## src/rtl/fb_fetch_pkg.sv

```systemverilog
package fb_fetch_pkg;
    localparam int unsigned BEAT_BYTES = 8;
    localparam int unsigned MAX_BURST  = 16;
    localparam int unsigned BUF_BYTES  = 2048;
    localparam int unsigned OUT_CAP    = 16;
endpackage

```

## src/rtl/fb_fetch_credit.sv

```systemverilog
module fb_fetch_credit #(
    parameter int unsigned BUF_BEATS = 256,
    parameter int unsigned OUT_CAP   = 16,
    parameter int unsigned BW        = 5,
    parameter int unsigned LVL_W     = $clog2(BUF_BEATS + 1),
    parameter int unsigned OW        = $clog2(OUT_CAP + 1)
) (
    input  logic             clk,
    input  logic             rst_n,
    input  logic             issue,
    input  logic [BW-1:0]    issue_beats,
    input  logic             rsp_valid,
    input  logic             rsp_last,
    input  logic             pop,
    output logic [LVL_W-1:0] space,
    output logic [OW-1:0]    outstanding
);
    typedef struct packed {
        logic [LVL_W-1:0] stored;
        logic [LVL_W-1:0] inflight;
        logic [OW-1:0]    outs;
    } credit_t;

    credit_t st_d, st_q;

    always_comb begin
        st_d          = st_q;
        st_d.stored   = st_q.stored + LVL_W'(rsp_valid) - LVL_W'(pop && (st_q.stored != '0));
        st_d.inflight = st_q.inflight + (issue ? LVL_W'(issue_beats) : '0) - LVL_W'(rsp_valid);
        st_d.outs     = st_q.outs + OW'(issue) - OW'(rsp_valid && rsp_last);
    end

    always_ff @(posedge clk or negedge rst_n) begin
        if (!rst_n) st_q <= '0;
        else        st_q <= st_d;
    end

    assign space       = LVL_W'(BUF_BEATS) - st_q.stored - st_q.inflight;
    assign outstanding = st_q.outs;

    // stored plus in-flight beats never exceed the store
    p_fill_bound_r4: assert property (@(posedge clk) disable iff (!rst_n)
        ({1'b0, st_q.stored} + {1'b0, st_q.inflight}) <= (LVL_W + 1)'(BUF_BEATS));

    // a returning beat always belongs to an accepted request
    p_rsp_owed_r3: assert property (@(posedge clk) disable iff (!rst_n)
        rsp_valid |-> (st_q.inflight != '0) && (st_q.outs != '0));

    // outstanding count stays within hard capacity
    p_outs_cap_r3: assert property (@(posedge clk) disable iff (!rst_n)
        st_q.outs <= OW'(OUT_CAP));
endmodule

```

## src/rtl/fb_fetch_walker.sv

```systemverilog
module fb_fetch_walker #(
    parameter int unsigned ADDR_W  = 32,
    parameter int unsigned LB_W    = 13,
    parameter int unsigned CNT_W   = 12,
    parameter int unsigned BW      = 5,
    parameter int unsigned BEAT_SH = 3
) (
    input  logic              clk,
    input  logic              rst_n,
    input  logic              start,
    input  logic [ADDR_W-1:0] cfg_base,
    input  logic [LB_W-1:0]   cfg_line_beats,
    input  logic [CNT_W-1:0]  cfg_line_count,
    input  logic [ADDR_W-1:0] cfg_pitch,
    input  logic [BW-1:0]     burst,
    input  logic              advance,
    output logic [ADDR_W-1:0] cur_addr,
    output logic [BW-1:0]     cur_beats,
    output logic              has_work
);
    typedef struct packed {
        logic [ADDR_W-1:0] line_addr;
        logic [ADDR_W-1:0] addr;
        logic [ADDR_W-1:0] pitch;
        logic [LB_W-1:0]   line_left;
        logic [LB_W-1:0]   line_beats;
        logic [CNT_W-1:0]  lines_left;
        logic              active;
    } walk_t;

    walk_t wk_d, wk_q;
    logic [LB_W-1:0] rem;

    always_comb begin
        cur_beats = (wk_q.line_left < LB_W'(burst)) ? BW'(wk_q.line_left) : burst;
        rem       = wk_q.line_left - LB_W'(cur_beats);
        wk_d      = wk_q;
        if (start) begin
            wk_d.line_addr  = cfg_base;
            wk_d.addr       = cfg_base;
            wk_d.pitch      = cfg_pitch;
            wk_d.line_beats = cfg_line_beats;
            wk_d.line_left  = cfg_line_beats;
            wk_d.lines_left = cfg_line_count;
            wk_d.active     = (cfg_line_count != '0) && (cfg_line_beats != '0);
        end else if (advance && wk_q.active) begin
            wk_d.addr      = wk_q.addr + (ADDR_W'(cur_beats) << BEAT_SH);
            wk_d.line_left = rem;
            if (rem == '0) begin
                if (wk_q.lines_left <= CNT_W'(1)) begin
                    wk_d.active = 1'b0;
                end else begin
                    wk_d.lines_left = wk_q.lines_left - CNT_W'(1);
                    wk_d.line_addr  = wk_q.line_addr + wk_q.pitch;
                    wk_d.addr       = wk_q.line_addr + wk_q.pitch;
                    wk_d.line_left  = wk_q.line_beats;
                end
            end
        end
    end

    always_ff @(posedge clk or negedge rst_n) begin
        if (!rst_n) wk_q <= '0;
        else        wk_q <= wk_d;
    end

    assign cur_addr = wk_q.addr;
    assign has_work = wk_q.active;

    // an offered burst is non-empty and never above the programmed size
    p_beats_legal_r2: assert property (@(posedge clk) disable iff (!rst_n)
        has_work |-> (cur_beats != '0) && (cur_beats <= burst));

    // frame start reloads the address from the base
    p_reload_r8: assert property (@(posedge clk) disable iff (!rst_n)
        $past(start) |-> cur_addr == $past(cfg_base));
endmodule

```

## src/rtl/fb_fetch_engine.sv

```systemverilog
module fb_fetch_engine
    import fb_fetch_pkg::*;
#(
    parameter int unsigned ADDR_W     = 32,
    parameter int unsigned LEN_W      = 16,
    parameter int unsigned CNT_W      = 12,
    parameter int unsigned BURST_W    = 5,
    parameter int unsigned MAXO_W     = 4,
    parameter int unsigned BEAT_B     = BEAT_BYTES,
    parameter int unsigned BURST_MAX  = MAX_BURST,
    parameter int unsigned STORE_B    = BUF_BYTES,
    parameter int unsigned OUTS_CAP   = OUT_CAP
) (
    input  logic               clk,
    input  logic               rst_n,
    input  logic               frame_start,
    input  logic               underrun,
    input  logic [ADDR_W-1:0]  cfg_base,
    input  logic [LEN_W-1:0]   cfg_line_len,
    input  logic [CNT_W-1:0]   cfg_line_count,
    input  logic [ADDR_W-1:0]  cfg_line_pitch,
    input  logic [BURST_W-1:0] cfg_burst_len,
    input  logic [MAXO_W-1:0]  cfg_max_out,
    output logic               req_valid,
    input  logic               req_ready,
    output logic [ADDR_W-1:0]  req_addr,
    output logic [BURST_W-1:0] req_beats,
    input  logic               rsp_valid,
    input  logic               rsp_last,
    input  logic               pix_pop,
    output logic               fetch_done
);
    localparam int unsigned BUF_BEATS = STORE_B / BEAT_B;
    localparam int unsigned BEAT_SH   = $clog2(BEAT_B);
    localparam int unsigned BW        = $clog2(BURST_MAX + 1);
    localparam int unsigned LVL_W     = $clog2(BUF_BEATS + 1);
    localparam int unsigned OW        = $clog2(OUTS_CAP + 1);
    localparam int unsigned LB_W      = LEN_W - BEAT_SH;

    typedef struct packed {
        logic stop;
        logic pend;
        logic done;
    } ctl_t;

    ctl_t ct_d, ct_q;

    logic [BW-1:0]     burst_eff;
    logic [BW-1:0]     cur_beats;
    logic [ADDR_W-1:0] cur_addr;
    logic              has_work;
    logic [LVL_W-1:0]  space;
    logic [OW-1:0]     outs;
    logic              accept;

    always_comb begin
        if (cfg_burst_len == '0)                      burst_eff = BW'(1);
        else if (cfg_burst_len > BURST_W'(BURST_MAX)) burst_eff = BW'(BURST_MAX);
        else                                          burst_eff = BW'(cfg_burst_len);
    end

    fb_fetch_walker #(
        .ADDR_W (ADDR_W),
        .LB_W   (LB_W),
        .CNT_W  (CNT_W),
        .BW     (BW),
        .BEAT_SH(BEAT_SH)
    ) walker_i (
        .clk           (clk),
        .rst_n         (rst_n),
        .start         (frame_start),
        .cfg_base      (cfg_base),
        .cfg_line_beats(cfg_line_len[LEN_W-1:BEAT_SH]),
        .cfg_line_count(cfg_line_count),
        .cfg_pitch     (cfg_line_pitch),
        .burst         (burst_eff),
        .advance       (accept),
        .cur_addr      (cur_addr),
        .cur_beats     (cur_beats),
        .has_work      (has_work)
    );

    fb_fetch_credit #(
        .BUF_BEATS(BUF_BEATS),
        .OUT_CAP  (OUTS_CAP),
        .BW       (BW)
    ) credit_i (
        .clk        (clk),
        .rst_n      (rst_n),
        .issue      (accept),
        .issue_beats(cur_beats),
        .rsp_valid  (rsp_valid),
        .rsp_last   (rsp_last),
        .pop        (pix_pop),
        .space      (space),
        .outstanding(outs)
    );

    assign req_valid = has_work && !ct_q.stop
                    && (space >= LVL_W'(cur_beats))
                    && (outs < OW'(cfg_max_out));
    assign accept    = req_valid && req_ready;
    assign req_addr  = cur_addr;
    assign req_beats = BURST_W'(cur_beats);

    always_comb begin
        ct_d      = ct_q;
        ct_d.done = 1'b0;
        if (frame_start) begin
            ct_d.stop = 1'b0;
            ct_d.pend = 1'b1;
        end else if (underrun) begin
            ct_d.stop = 1'b1;
            ct_d.pend = 1'b0;
        end else if (ct_q.pend && !has_work && (outs == '0)) begin
            ct_d.pend = 1'b0;
            ct_d.done = 1'b1;
        end
    end

    always_ff @(posedge clk or negedge rst_n) begin
        if (!rst_n) ct_q <= '0;
        else        ct_q <= ct_d;
    end

    assign fetch_done = ct_q.done;

    // nothing is offered in the cycle after an underrun
    p_underrun_gate_r6: assert property (@(posedge clk) disable iff (!rst_n)
        ($past(underrun) && !$past(frame_start)) |-> !req_valid);

    // completion is a single-cycle pulse
    p_done_single_r7: assert property (@(posedge clk) disable iff (!rst_n)
        fetch_done |=> !fetch_done);

    // completion only with nothing outstanding and nothing offered
    p_done_drained_r7: assert property (@(posedge clk) disable iff (!rst_n)
        fetch_done |-> (outs == '0) && !req_valid);

    // an offered request holds until accepted
    p_req_hold_r9: assert property (@(posedge clk) disable iff (!rst_n)
        (req_valid && !req_ready && !underrun && !frame_start)
        |=> req_valid && $stable(req_addr) && $stable(req_beats));

    // line length is a whole number of beats
    p_len_aligned_r5: assert property (@(posedge clk) disable iff (!rst_n)
        frame_start |-> cfg_line_len[BEAT_SH-1:0] == '0);
endmodule

```

## config.mk

```make
export PLATFORM = sky130hd
export DESIGN_NAME = fb_fetch_engine
export DESIGN_NICKNAME = d
export VERILOG_FILES = /design/src/rtl/fb_fetch_pkg.sv /design/src/rtl/fb_fetch_credit.sv /design/src/rtl/fb_fetch_walker.sv /design/src/rtl/fb_fetch_engine.sv
export SDC_FILE = /design/constraint.sdc
export NUM_CORES = 1
export LEC_CHECK = 0
export ABC_AREA = 1
export BUFFER_PORTS_ARGS = -buffer_cell sky130_fd_sc_hd__buf_2
export CORE_AREA = 2 2 161 163
export DETAILED_ROUTE_END_ITERATION = 8
export DIE_AREA = 0 0 163 165
export HOLD_SLACK_MARGIN = 0.02
export PLACE_DENSITY = 0.85
export SYNTH_ARGS = -nofsm -noshare
export SYNTH_HDL_FRONTEND = slang
export SYNTH_HIERARCHICAL = 1
export SYNTH_SLANG_ARGS = --single-unit
```

## constraint.sdc

```tcl
create_clock -name clk -period 7.4 [get_ports clk]
set_input_delay 1.48 -clock clk [delete_from_list [all_inputs] [get_ports clk]]
set_output_delay 1.48 -clock clk [all_outputs]
set_load 0.02 [all_outputs]
```

After elaboration in Yosys (flattened, before gate mapping)
Cells that the tools add are included.
Word-level totals
  register bits after elaboration: 161
  output and inout bits: 39
  word-level logic and storage cells: 79
  bits of input ports: 109
Operators by class
  order comparisons: 5
  eq/ne operators: 1
  add/sub/neg operators: 12
  reduce and logical (&&, ||, !) cells: 25
  mux-type cells: 23
Operators by type and width (count)
  2-to-1 mux 64 bit: 4
  2-to-1 mux 13 bit: 7
  adder 32 bit: 1
  adder 32 x 8 -> 32 bit: 1
  2-to-1 mux 5 bit: 4
  subtractor 9 x 1 -> 9 bit: 2
  zero test 13 bit: 1
  less-than comparator 13 x 5 -> 1 bit: 1
  nonzero test 13 bit: 1
  subtractor 13 x 5 -> 13 bit: 1
  <= comparator 12 x 1 -> 1 bit (second input constant): 1
  2-to-1 mux 12 bit: 1
  nonzero test 12 bit: 1
  subtractor 12 x 1 -> 12 bit (second input constant): 1
  logical AND 1 bit: 10
  zero test 5 bit: 2
  adder 9 x 1 -> 9 bit: 1
  adder 9 bit: 1
  greater-or-equal comparator 9 x 5 -> 1 bit: 1
  nonzero test 9 bit: 1
  subtractor 9 bit: 1
  subtractor 9 bit (first input constant): 1
  nonzero test 2 bit: 4
  AND reduction 3 bit: 2
  other kinds (9): 15

Logic depth before layout (Yosys ltp)
Gate-level depths: netlist of run 1.
  depth in word-level cells: 12
  depth in mapped cells: 32
  mapped depth without buffers: 31

Modules after synthesis
The synthesis of run 1 kept the hierarchy.
Modules (own cells, without submodules)
  fb_fetch_walker: area an instance 10781.6 um^2, instances 1, cells each 1763
  fb_fetch_credit: area an instance 2357.3 um^2, instances 1, cells each 321
  fb_fetch_engine: area an instance 451.7 um^2, instances 1, cells each 76

Worst setup path before layout of run 1
Ideal clock, no wire load.
  path type: input-to-output
  from: in cfg_burst_len[2]
  to: out req_valid
  path buffers: 0
  stages on the path: 20
  slack: 1.630 ns
  required time: 5.920 ns
  arrival time: 4.290 ns
  cells stage by stage: inv_1 -> nand4_1 -> a21oi_1 -> inv_1 -> ha_1 -> inv_1 -> o21bai_1 -> a21oi_1 -> o2111ai_1 -> o21ai_0 -> inv_1 -> ha_1 -> nand2_1 -> inv_1 -> nand2_1 -> nand2_1 -> nand2_1 -> nand2_1 -> nand3_2 -> inv_1
On the way
  longest elaborated chain between the ends: 8
RTL lines
  start: declaration: RTL line fb_fetch_engine.sv:22  | input logic [BURST_W-1:0] cfg_burst_len,
  > comparator 5 bit: RTL line fb_fetch_engine.sv:58  | else if (cfg_burst_len > BURST_W'(BURST_MAX)) burst_eff = BW'(BURST_MAX);
  2-to-1 mux 5 bit: RTL line fb_fetch_engine.sv:58
  2-to-1 mux 5 bit *: RTL line fb_fetch_engine.sv:57  | if (cfg_burst_len == '0) burst_eff = BW'(1);
  net burst_eff[2]: RTL line fb_fetch_engine.sv:48  | logic [BW-1:0] burst_eff;
  less-than comparator 13 x 5 -> 1 bit: RTL line fb_fetch_walker.sv:35  | cur_beats = (wk_q.line_left < LB_W'(burst)) ? BW'(wk_q.line_left) : burst;
  2-to-1 mux 5 bit *: RTL line fb_fetch_walker.sv:35
  net req_beats[2]: RTL line fb_fetch_engine.sv:27  | output logic [BURST_W-1:0] req_beats,
  greater-or-equal comparator 9 x 5 -> 1 bit *: RTL line fb_fetch_engine.sv:100  | && (space >= LVL_W'(cur_beats))
  logical AND 1 bit *: RTL line fb_fetch_engine.sv:100
  logical AND 1 bit *: RTL line fb_fetch_engine.sv:101  | && (outs < OW'(cfg_max_out));
  end: declaration: RTL line fb_fetch_engine.sv:24  | output logic req_valid,
The timed path passes the listed nets; every way through them passes the cells marked *.

Worst setup path in the final report of run 1
  from: in cfg_burst_len[0]
  to: out req_valid
On the way
  longest elaborated chain between the ends: 8
RTL lines (RTL line)
  > comparator 5 bit: fb_fetch_engine.sv:58
  2-to-1 mux 5 bit: fb_fetch_engine.sv:58
  2-to-1 mux 5 bit *: fb_fetch_engine.sv:57
  net burst_eff[2]: fb_fetch_engine.sv:48
  less-than comparator 13 x 5 -> 1 bit: fb_fetch_walker.sv:35
  2-to-1 mux 5 bit *: fb_fetch_walker.sv:35
  greater-or-equal comparator 9 x 5 -> 1 bit *: fb_fetch_engine.sv:100
  logical AND 1 bit *: fb_fetch_engine.sv:100
  logical AND 1 bit *: fb_fetch_engine.sv:101
Marks and branches as above.

==> impl_metrics.yaml, run 1 <==
final_layout:
  nets: 2474
  drive_above_1_share: 0.1027
  post-route-util: 0.5979
  n_fill_cell: 2368
  stdcell_count: 2600
  syn_to_final_growth_pct: 10.15
synthesis:
  synth_nets: 2376
  syn_inst: 2160
  syn-mean-instance-area_um2: 6.292
  synth-main-ff-cell: "dfrtp_1"
  netlist_area_um2: 13590
  ys_seq_area_frac: 0.2909
  yosysTopAreaCell: "dfrtp_1"
  synth_top_area_share: 0.2909
  synth_cell_types: 42
  synth_edf_count: 0
  async_flop_share: 1.000
  yosys-top-cells-area: "dfrtp_1 (29%), nand2_1 (24%), ha_1 (9.2%)"
  yosysWarnings: 6
  ys_ff_latch: 158
placement:
  dpl.hpwl_mm: 30.72
  gp_congestion: 0.9675
  port_buffers: 144
  dp.cells: 2569
clock_tree:
  hold_buffers: 0
  clock_latency_ns: 0.43
  cts_buffers: 17
  clock-sinks: 158
  clockBufferDepth: 2
  clkTransAtPathRegs_ns: 0.06
  cts_tree: "yes"
  post_cts_buffers: 0
  ctsResizeCount: 0
  htreeDepth: 4
  ctsRootBufferMaster: "clkbuf_16"
setup_path:
  setup.reg_to_reg.worst_slack_ns: 2.54
  critPathMaxFanout: 10
  critPathCaptureType: "output pin"
  start_kind: "input port"
  criticalPathCategory: "in2out"
  critPathRequiredTime_ns: 5.92
  worst_ep_arrival_time_ns: 4.59
min_path:
  hp-class: "reg2reg"
power:
  fin_total_pwr_mw: 4.721
  pwr-share-comb: 0.547
  seq_power_share: 0.260
  pwr-share-clk: 0.194
  p_sw_mw: 2.162
  intPower_mw: 2.559
  ir_drop_uv: 310.3
  p_sw_frac: 0.4580
  p_per_area_nw_per_um2: 315.4
  power_leakage_nw: 8.805
detailed_routing:
  dr.first_iter.drc_count: 1160
  routed_wl_mm: 39.72
  via_per_inst: 5.243
  vias: 13630
  drtPass1Iterations: 5
  antenna_left: 0
  drc: 0
  wl_per_cell_um: 15.28
floorplanning:
  die-height_um: 165
  placementRows: 58
  die-area_um2: 26900
  fp.dieW_um: 163
  coreArea_um2: 25040
  io_pins: 148
  initial_core_util: 0.5428
run_status:
  status: "finished, final reports clean"
job:
  maxCapViolations: 0
global_route:
  grt_pass1_vias: 12650
  antenna_found_initial: 1
  gr-total-overflow: 0
  grt_max_degree: 95
  grt_use_total: 0.2985
  grt_pass1_wl_mm: 63.05
timing:
  hold_violations: 0
  finalSetupTns_ns: 0
  drv_slew: 0
  slew_headroom: 0.3469
  min_period_ns: 6.065
  rsz0062_at_grt: "false"
  setup_viol: 0
  fmax_mhz: 164.9
  finalClockSkew_ns: 0.009844
  fin_crit_sh: 0.8196
  tightest_slew_ns: 0.9736
## path summary, 6_finish.rpt
path / from / end / cells after the start
setup / recovery: cfg_burst_len[0] / req_valid / 24
hold / removal: walker_i/wk_q[25]$_DFFE_PN0P_ / walker_i/wk_q[25]$_DFFE_PN0P_ / 2
setup reg to reg: walker_i/wk_q[27]$_DFFE_PN0P_ / walker_i/cur_addr[31]$_DFFE_PN0P_ / 25
min in group asynchronous: rst_n / walker_i/cur_addr[24]$_DFFE_PN0P_ / 1
hold reg to reg: walker_i/wk_q[25]$_DFFE_PN0P_ / walker_i/wk_q[25]$_DFFE_PN0P_ / 2
max in group asynchronous: rst_n / walker_i/wk_q[19]$_DFFE_PN0P_ / 2
## kinds of logic (layout without fill, tap and decap cells)
group,after synthesis,in the layout,synth area share
compound gates,124,124,0.04981
xor+xnor,48,48,0.03093
fa+ha+maj,107,107,0.1024
buf+inv,419,528,0.1290
flops,158,158,0.2909
other cells,0,1,0
simple gates,1304,1304,0.3970
## power by group through the flow
stage	combinational (mW)	sequential (mW)	clock, mW
floorplan	2.04	1.18	0
global placement	2.40	1.23	0
detailed placement	2.53	1.24	0
CTS	2.55	1.22	0.922
global route	2.93	1.25	0.962
finish	2.58	1.23	0.915
## layout make-up
type | instances | area [um2] | share of cell area
antenna | 1 | 2.502 | 0.0001672
timing repair buffer | 162 | 864.6 | 0.05776
clock inverter | 9 | 137.6 | 0.009194
tap | 330 | 412.9 | 0.02758
inverter | 336 | 1261 | 0.08425
sequential | 158 | 3954 | 0.2641
clock buffer | 21 | 450.4 | 0.03009
multi-input combinational | 1583 | 7886 | 0.5268
## worst max-delay path, cell delays in order
cell and delay, ns:
buf_2 0.10, inv_1 0.07, nand4_1 0.12, a21oi_1 0.25
inv_1 0.08, ha_1 0.28, inv_1 0.03, o21bai_1 0.17
a21oi_1 0.09, o2111ai_1 0.55, nand2_1 0.12, o21ai_0 0.11
buf_4 0.19, inv_1 0.05, ha_1 0.29, nand2_1 0.05
inv_1 0.05, nand2_1 0.05, nand2_1 0.06, nand2_1 0.05
nand2_1 0.06, nand3_2 0.08, inv_1 0.06, buf_2 0.15
## routing by layer
layer / vias to the layer above / share of wire / GRT usage
li1: 6807 / - / -
met1: 6250 / 0.45 / 0.4077
met2: 519 / 0.45 / 0.4859
met3: 56 / 0.078 / 0.05751
met4: 0 / 0.020 / 0.07924
met5: - / 0 / 0
## through the flow
stage               setup slack [ns]  cell area [um2]  hold slack, ns
finish                         1.335            14970          0.4772
global route                  0.7548            14970          0.4935
CTS                            1.365            14970          0.4744
detailed placement             1.058            14380          0.4590
global placement               1.227            14380          0.4552
floorplan                      1.630            13590          0.4425
## synth_stat cells (5+ instances only)
master	n
nor4_1	6
dfrtp_1	158
or2_2	5
nor2_1	154
inv_1	322
buf_4	41
inv_2	13
o21ai_0	40
xnor2_1	15
ha_1	100
nand3_2	5
clkbuf_1	24
a21oi_1	50
nand2_2	5
fa_1	7
nand4_1	21
nand3b_1	20
nand3_1	163
o21ai_1	16
nor2_2	6
nand2_1	885
o21bai_1	5
buf_1	7
nor3_1	20
buf_2	9
xor2_1	33
## flip-flops by register name (all words and copies together) (netlist names)
register and flops:
walker_i/has_work 1, fetch_done 1, ct_q 2, walker_i/wk_q 102, walker_i/cur_addr 29, credit_i/outstanding 5
credit_i/st_q 18
## cells in the final DEF (no fill, tap or decap), types with 4 or more instances in the layout
cell        count
nor3_1         20
nor2_2          7
nor4_1          6
nand3_2         5
a21oi_1        50
inv_2          14
or2_2           5
nand3_1       163
o21ai_1        16
nor2_1        153
clkinvlp_4      4
clkbuf_16      17
ha_1          100
a21o_1          4
nand4_1        21
buf_2         142
o21ai_0        40
nand3b_1       20
fa_1            7
dfrtp_1       158
buf_4          19
nand2_2         5
nor3_2          4
xor2_1         33
inv_1         321
o21bai_1        5
xnor2_1        15
nand2_1       885
Note: power is estimated with default switching activity, not from simulation.
==> run 2: changes to the inputs <==
- PLACE_DENSITY: 0.85 -> 0.88
- clock period: 7.4 -> 5.38 ns (I/O delays scaled with it)
==> impl_metrics.yaml, run 2 (synthesis gave the netlist of run 1 again) <==
timing:
  fin_hold_ws_ns: 0.4833
  rsz0062_at_grt: "false"
  fmax_mhz: 197.6
  finalClockSkew_ns: 0.01491
  slew_headroom: 0.3572
  min_period_ns: 5.062
  drv_slew: 0
  hold_violations: 0
  tightest_slew_ns: 0.9632
  fin_crit_sh: 0.9409
  setup_viol: 0
  worst_slack_ns: 0.3182
floorplanning:
  coreArea_um2: 25040
  die-area_um2: 26900
  placementRows: 58
  io_pins: 148
  initial_core_util: 0.5428
  fp.dieW_um: 163
  die-height_um: 165
global_route:
  grt_pass1_vias: 12900
  grt_max_degree: 70
  grt_pass1_wl_mm: 63.91
  antenna_found_initial: 1
  gr-total-overflow: 0
  grt_use_total: 0.3034
final_layout:
  nets: 2483
  final_common_cell: "nand2_1"
  drive_above_1_share: 0.1071
  fin_area_um2: 15110
  layout_common_cells: "nand2_1 (885), inv_1 (321), nand3_1 (163), dfrtp_1 (158), nor2_1 (153)"
  largest_reg_flops: 102
  syn_to_final_growth_pct: 11.15
  antenna_cells: 0
  largest-register: "walker_i/wk_q"
  post-route-util: 0.6033
clock_tree:
  ctsRootBufferMaster: "clkbuf_16"
  clockBufferDepth: 2
  clock_latency_ns: 0.44
  post_cts_buffers: 0
  cts_buffers: 17
  cts_tree: "yes"
  clock-sinks: 158
  clkTransAtPathRegs_ns: 0.07
  htreeDepth: 4
setup_path:
  r2r_start: "walker_i/wk_q[27]$_DFFE_PN0P_"
  r2r-end: "walker_i/cur_addr[24]$_DFFE_PN0P_"
  worst_ep_arrival_time_ns: 5.43
  start_kind: "input port"
  rr_worst_depth: 24
  crit_top_cell: "nand2_1"
  critPathRequiredTime_ns: 5.75
  setup.reg_to_reg.worst_slack_ns: 0.91
  critPathCaptureType: "register"
  cp_slowest_stage_delay_ns: 0.42
  criticalPathCategory: "in2reg"
  crit_path_top_delay_cell: "fa_1"
  critPathMaxFanout: 31
detailed_routing:
  drtPass1Iterations: 6
  dr.first_iter.drc_count: 1204
  antenna_left: 0
  vias: 13740
  via_per_inst: 5.267
  routed_wl_mm: 39.94
  drc: 0
  wl_per_cell_um: 15.31
min_path:
  hp-start: "walker_i/wk_q[127]$_DFFE_PN0P_"
  whs_endpoint: "walker_i/wk_q[127]$_DFFE_PN0P_"
  hp-class: "reg2reg"
  hold_depth: 2
placement:
  pre_cts_slack_ns: -0.09796
  gp_congestion: 0.9861
  placed_area_um2: 14480
  dpl.hpwl_mm: 31.05
  port_buffers: 144
job:
  maxCapViolations: 0
power:
  ir_drop_uv: 451.4
  p_per_area_nw_per_um2: 435.8
  power_leakage_nw: 8.882
run_status:
  status: "finished, final reports clean"
run 2: worst max path at each step:
stage                     startpoint                                 to  slack (ns)  depth (start not counted)
floorplan           cfg_burst_len[2]        credit_i/st_q[11]$_DFF_PN0_        0.07                         27
global route        cfg_burst_len[0]       walker_i/wk_q[4]$_DFFE_PN0P_        0.01                         30
global placement    cfg_burst_len[2]     walker_i/wk_q[133]$_DFFE_PN0P_        0.06                         29
CTS                 cfg_burst_len[2]     walker_i/wk_q[129]$_DFFE_PN0P_        0.29                         30
detailed placement  cfg_burst_len[2]     walker_i/wk_q[129]$_DFFE_PN0P_        -0.1                         29
finish              cfg_burst_len[1]  walker_i/cur_addr[24]$_DFFE_PN0P_        0.32                         30
run 2: layout make-up:
type,instances,area (um2)
fillers,2382,9931
multi-input cells,1583,7886
flip-flops and latches,158,3954
inverters,336,1264
repair buffers,171,969.7
clock buffers,19,432.9
well taps,330,412.9
clock inverters,12,186.4
run 2: routing by layer:
layer	vias to the layer above	track usage	wire, um
met1	6288	0.4115	17820
met2	536	0.4848	17810
met5	-	0	13
met4	2	0.1106	1210
met3	82	0.05625	3085
li1	6834	-	-
run 2: timing repair:
action | 4_1_cts | 5_1_grt
hold buffers | 0 | 0
setup endpoints to repair | 0 | 37
resized for setup | 0 | 3
run 2: report_power, final:
group	switching [mW]	total (mW)	internal [mW]
combinational	2.23	3.57	1.34
clock	0.546	1.33	0.782
sequential	0.243	1.69	1.45
run 2: stage by stage:
stage               total power, mW  TNS (ns)  std cells
floorplan                     4.425         0       2160
global placement              5.007         0       2578
detailed placement            5.196    -1.223       2578
CTS                           6.546         0       2609
global route                  7.147         0       2609
finish                        6.584         0       2609
run 2: worst max-delay path, delay by kind of cell:
kind                       cells  cell delay (ns)
adders and majority gates      3             0.92
and+or+nand+nor               15             1.91
buffers and inverters          7             0.77
AOI/OAI and AO/OA              5             0.72
==> run 3: changes to the inputs <==
- CTS_BUF_LIST: unset -> sky130_fd_sc_hd__clkbuf_4 sky130_fd_sc_hd__clkbuf_8 sky130_fd_sc_hd__clkbuf_16
- SETUP_SLACK_MARGIN: unset -> 0.5
==> impl_metrics.yaml, run 3 (synthesis gave the netlist of run 1 again) <==
detailed_routing:
  antenna_left: 0
  via_per_inst: 5.461
  routed_wl_mm: 42.92
  dr.first_iter.drc_count: 1393
  drc: 0
  wl_per_cell_um: 16.30
  vias: 14380
  drtPass1Iterations: 9
clock_tree:
  clock_latency_ns: 0.44
  htreeDepth: 4
  cts_buffers: 17
  clock-sinks: 158
  cts_tree: "yes"
  clockBufferDepth: 2
  ctsRootBufferMaster: "clkbuf_16"
  hold_buffers: 0
  clkTransAtPathRegs_ns: 0.07
job:
  maxCapViolations: 0
final_layout:
  drive_above_1_share: 0.1433
  n_fill_cell: 2154
  regArea_um2: 3954
  antenna_cells: 0
  layout_common_cells: "nand2_1 (869), inv_1 (312), nand3_1 (160), dfrtp_1 (158), nor2_1 (147)"
  nets: 2506
  post-route-util: 0.6318
  syn_to_final_growth_pct: 16.39
  largest-register: "walker_i/wk_q"
  final_common_cell: "nand2_1"
  largest_reg_flops: 102
  multi_input_area_um2: 8263
global_route:
  grt_max_degree: 108
  antenna_found_initial: 0
  grt_pass1_wl_mm: 64.38
  gr-total-overflow: 0
  grt_use_total: 0.3008
  grt_pass1_vias: 13380
setup_path:
  critPathCaptureType: "output pin"
  criticalPathCategory: "in2out"
  crit_path_top_delay_cell: "o2111ai_4"
  setup.reg_to_reg.worst_slack_ns: 1.15
  critical_path.cell_chain: "buf_8 > inv_6 > nand4_1 > a21oi_2 > inv_1 > ha_1 > inv_1 > o21bai_1 > a21oi_2 > o2111ai_4 > nand2_1 > o21ai_4 > inv_2 > ha_4 > nand2_2 > inv_2 > nand2_1 > nand2_1 > nand2_1 > nand2_1 > nand3_2 > inv_2 > buf_6"
  crit_top_cell: "nand2_1"
  critPathTopFamily: "compound AO/OA/AOI/OAI gates"
  cp_slowest_stage_delay_ns: 0.30
  cp_num_buf_inv: 8
  critPathRequiredTime_ns: 4.30
  critPathMaxFanout: 5
  start_kind: "input port"
  worst_ep_arrival_time_ns: 3.89
floorplanning:
  initial_core_util: 0.5428
  placementRows: 58
  fp.dieW_um: 163
  coreArea_um2: 25040
  io_pins: 148
  die-height_um: 165
  die-area_um2: 26900
timing:
  slew_headroom: 0.2441
  min_period_ns: 4.963
  worst_slack_ns: 0.4169
  hold_violations: 0
  fin_crit_sh: 0.9225
  finalSetupTns_ns: 0
  fmax_mhz: 201.5
  tightest_slew_ns: 1.133
  rsz0062_at_grt: "true"
  drv_slew: 0
  setup_viol: 0
  finalClockSkew_ns: 0.01310
run_status:
  status: "finished, final reports clean"
min_path:
  hp-class: "reg2reg"
placement:
  dpl.hpwl_mm: 30.21
  port_buffers: 144
  pre_cts_slack_ns: -0.08009
  gp_congestion: 1.017
power:
  power_leakage_nw: 9.066
  ir_drop_uv: 571.4
  p_per_area_nw_per_um2: 442.5
-- run 3: cell types whose count changed in the layout (fill, tap and decap cells not counted), moves of 6 or more --
cell     previous run  this run
buf_6               1        11
nor2_1            153       147
nor2_4              0         7
inv_1             321       312
buf_4              25        32
ha_1              100        90
nand2_2             5        18
inv_2              13        21
nand2_1           885       869
ha_4                0         8
-- run 3: repair_timing --
item,4_1_cts,5_1_grt
buffers inserted,4,17
pin swaps,2,28
endpoints found under the setup margin,39,96
cloned,0,4
resized for setup,4,98
-- run 3: final cells by class --
type                            count  area share
Clock buffer                       21     0.02998
Multi-Input combinational cell   1583      0.5224
Sequential cell                   158      0.2500
Inverter                          336     0.08084
Timing Repair Buffer              193     0.08187
Tap cell                          330     0.02610
Clock inverter                     11    0.008306
Timing Repair inverter              1   0.0005537
-- run 3: stage by stage --
stage / std cells / area [um2] / total power, mW / hold WS [ns]
after global placement: 2576 / 14510 / 4.993 / 0.4546
after floorplan: 2160 / 13630 / 4.434 / 0.4425
after detailed placement: 2576 / 14510 / 5.207 / 0.4602
after global routing: 2633 / 15820 / 7.512 / 0.4961
final: 2633 / 15820 / 7.000 / 0.4799
after CTS: 2612 / 15170 / 6.513 / 0.4756
-- run 3: path summary, 6_finish.rpt --
| path | from | to | cells past startpoint |
|---|---|---|---|
| min in group asynchronous | rst_n | walker_i/cur_addr[29]$_DFFE_PN0P_ | 1 |
| hold / removal | walker_i/wk_q[127]$_DFFE_PN0P_ | walker_i/wk_q[127]$_DFFE_PN0P_ | 2 |
| setup / recovery | cfg_burst_len[1] | req_valid | 23 |
| setup reg to reg | walker_i/wk_q[27]$_DFFE_PN0P_ | credit_i/st_q[11]$_DFF_PN0_ | 27 |
| hold reg to reg | walker_i/wk_q[127]$_DFFE_PN0P_ | walker_i/wk_q[127]$_DFFE_PN0P_ | 2 |
| max in group asynchronous | rst_n | walker_i/wk_q[41]$_DFFE_PN0P_ | 2 |
-- run 3: power by group --
group | switching, mW | internal (mW) | leakage (nW)
sequential | 0.249 | 1.45 | 1.91
clock | 0.548 | 0.731 | 0.290
combinational | 2.50 | 1.52 | 6.87
total | 3.30 | 3.70 | 9.07
-- run 3: layer usage --
| layer | global-route usage | share of wire |
|---|---|---|
| met1 | 0.3936 | 0.41 |
| met2 | 0.4996 | 0.46 |
| met3 | 0.05349 | 0.090 |
| met4 | 0.1106 | 0.043 |
| met5 | 0 | 0 |
-- run 3: tightest hold or removal path: stages, from the launching register on --
cell,delay (ns)
dfrtp_1,0.35
nand2_1,0.05
nand2_1,0.05
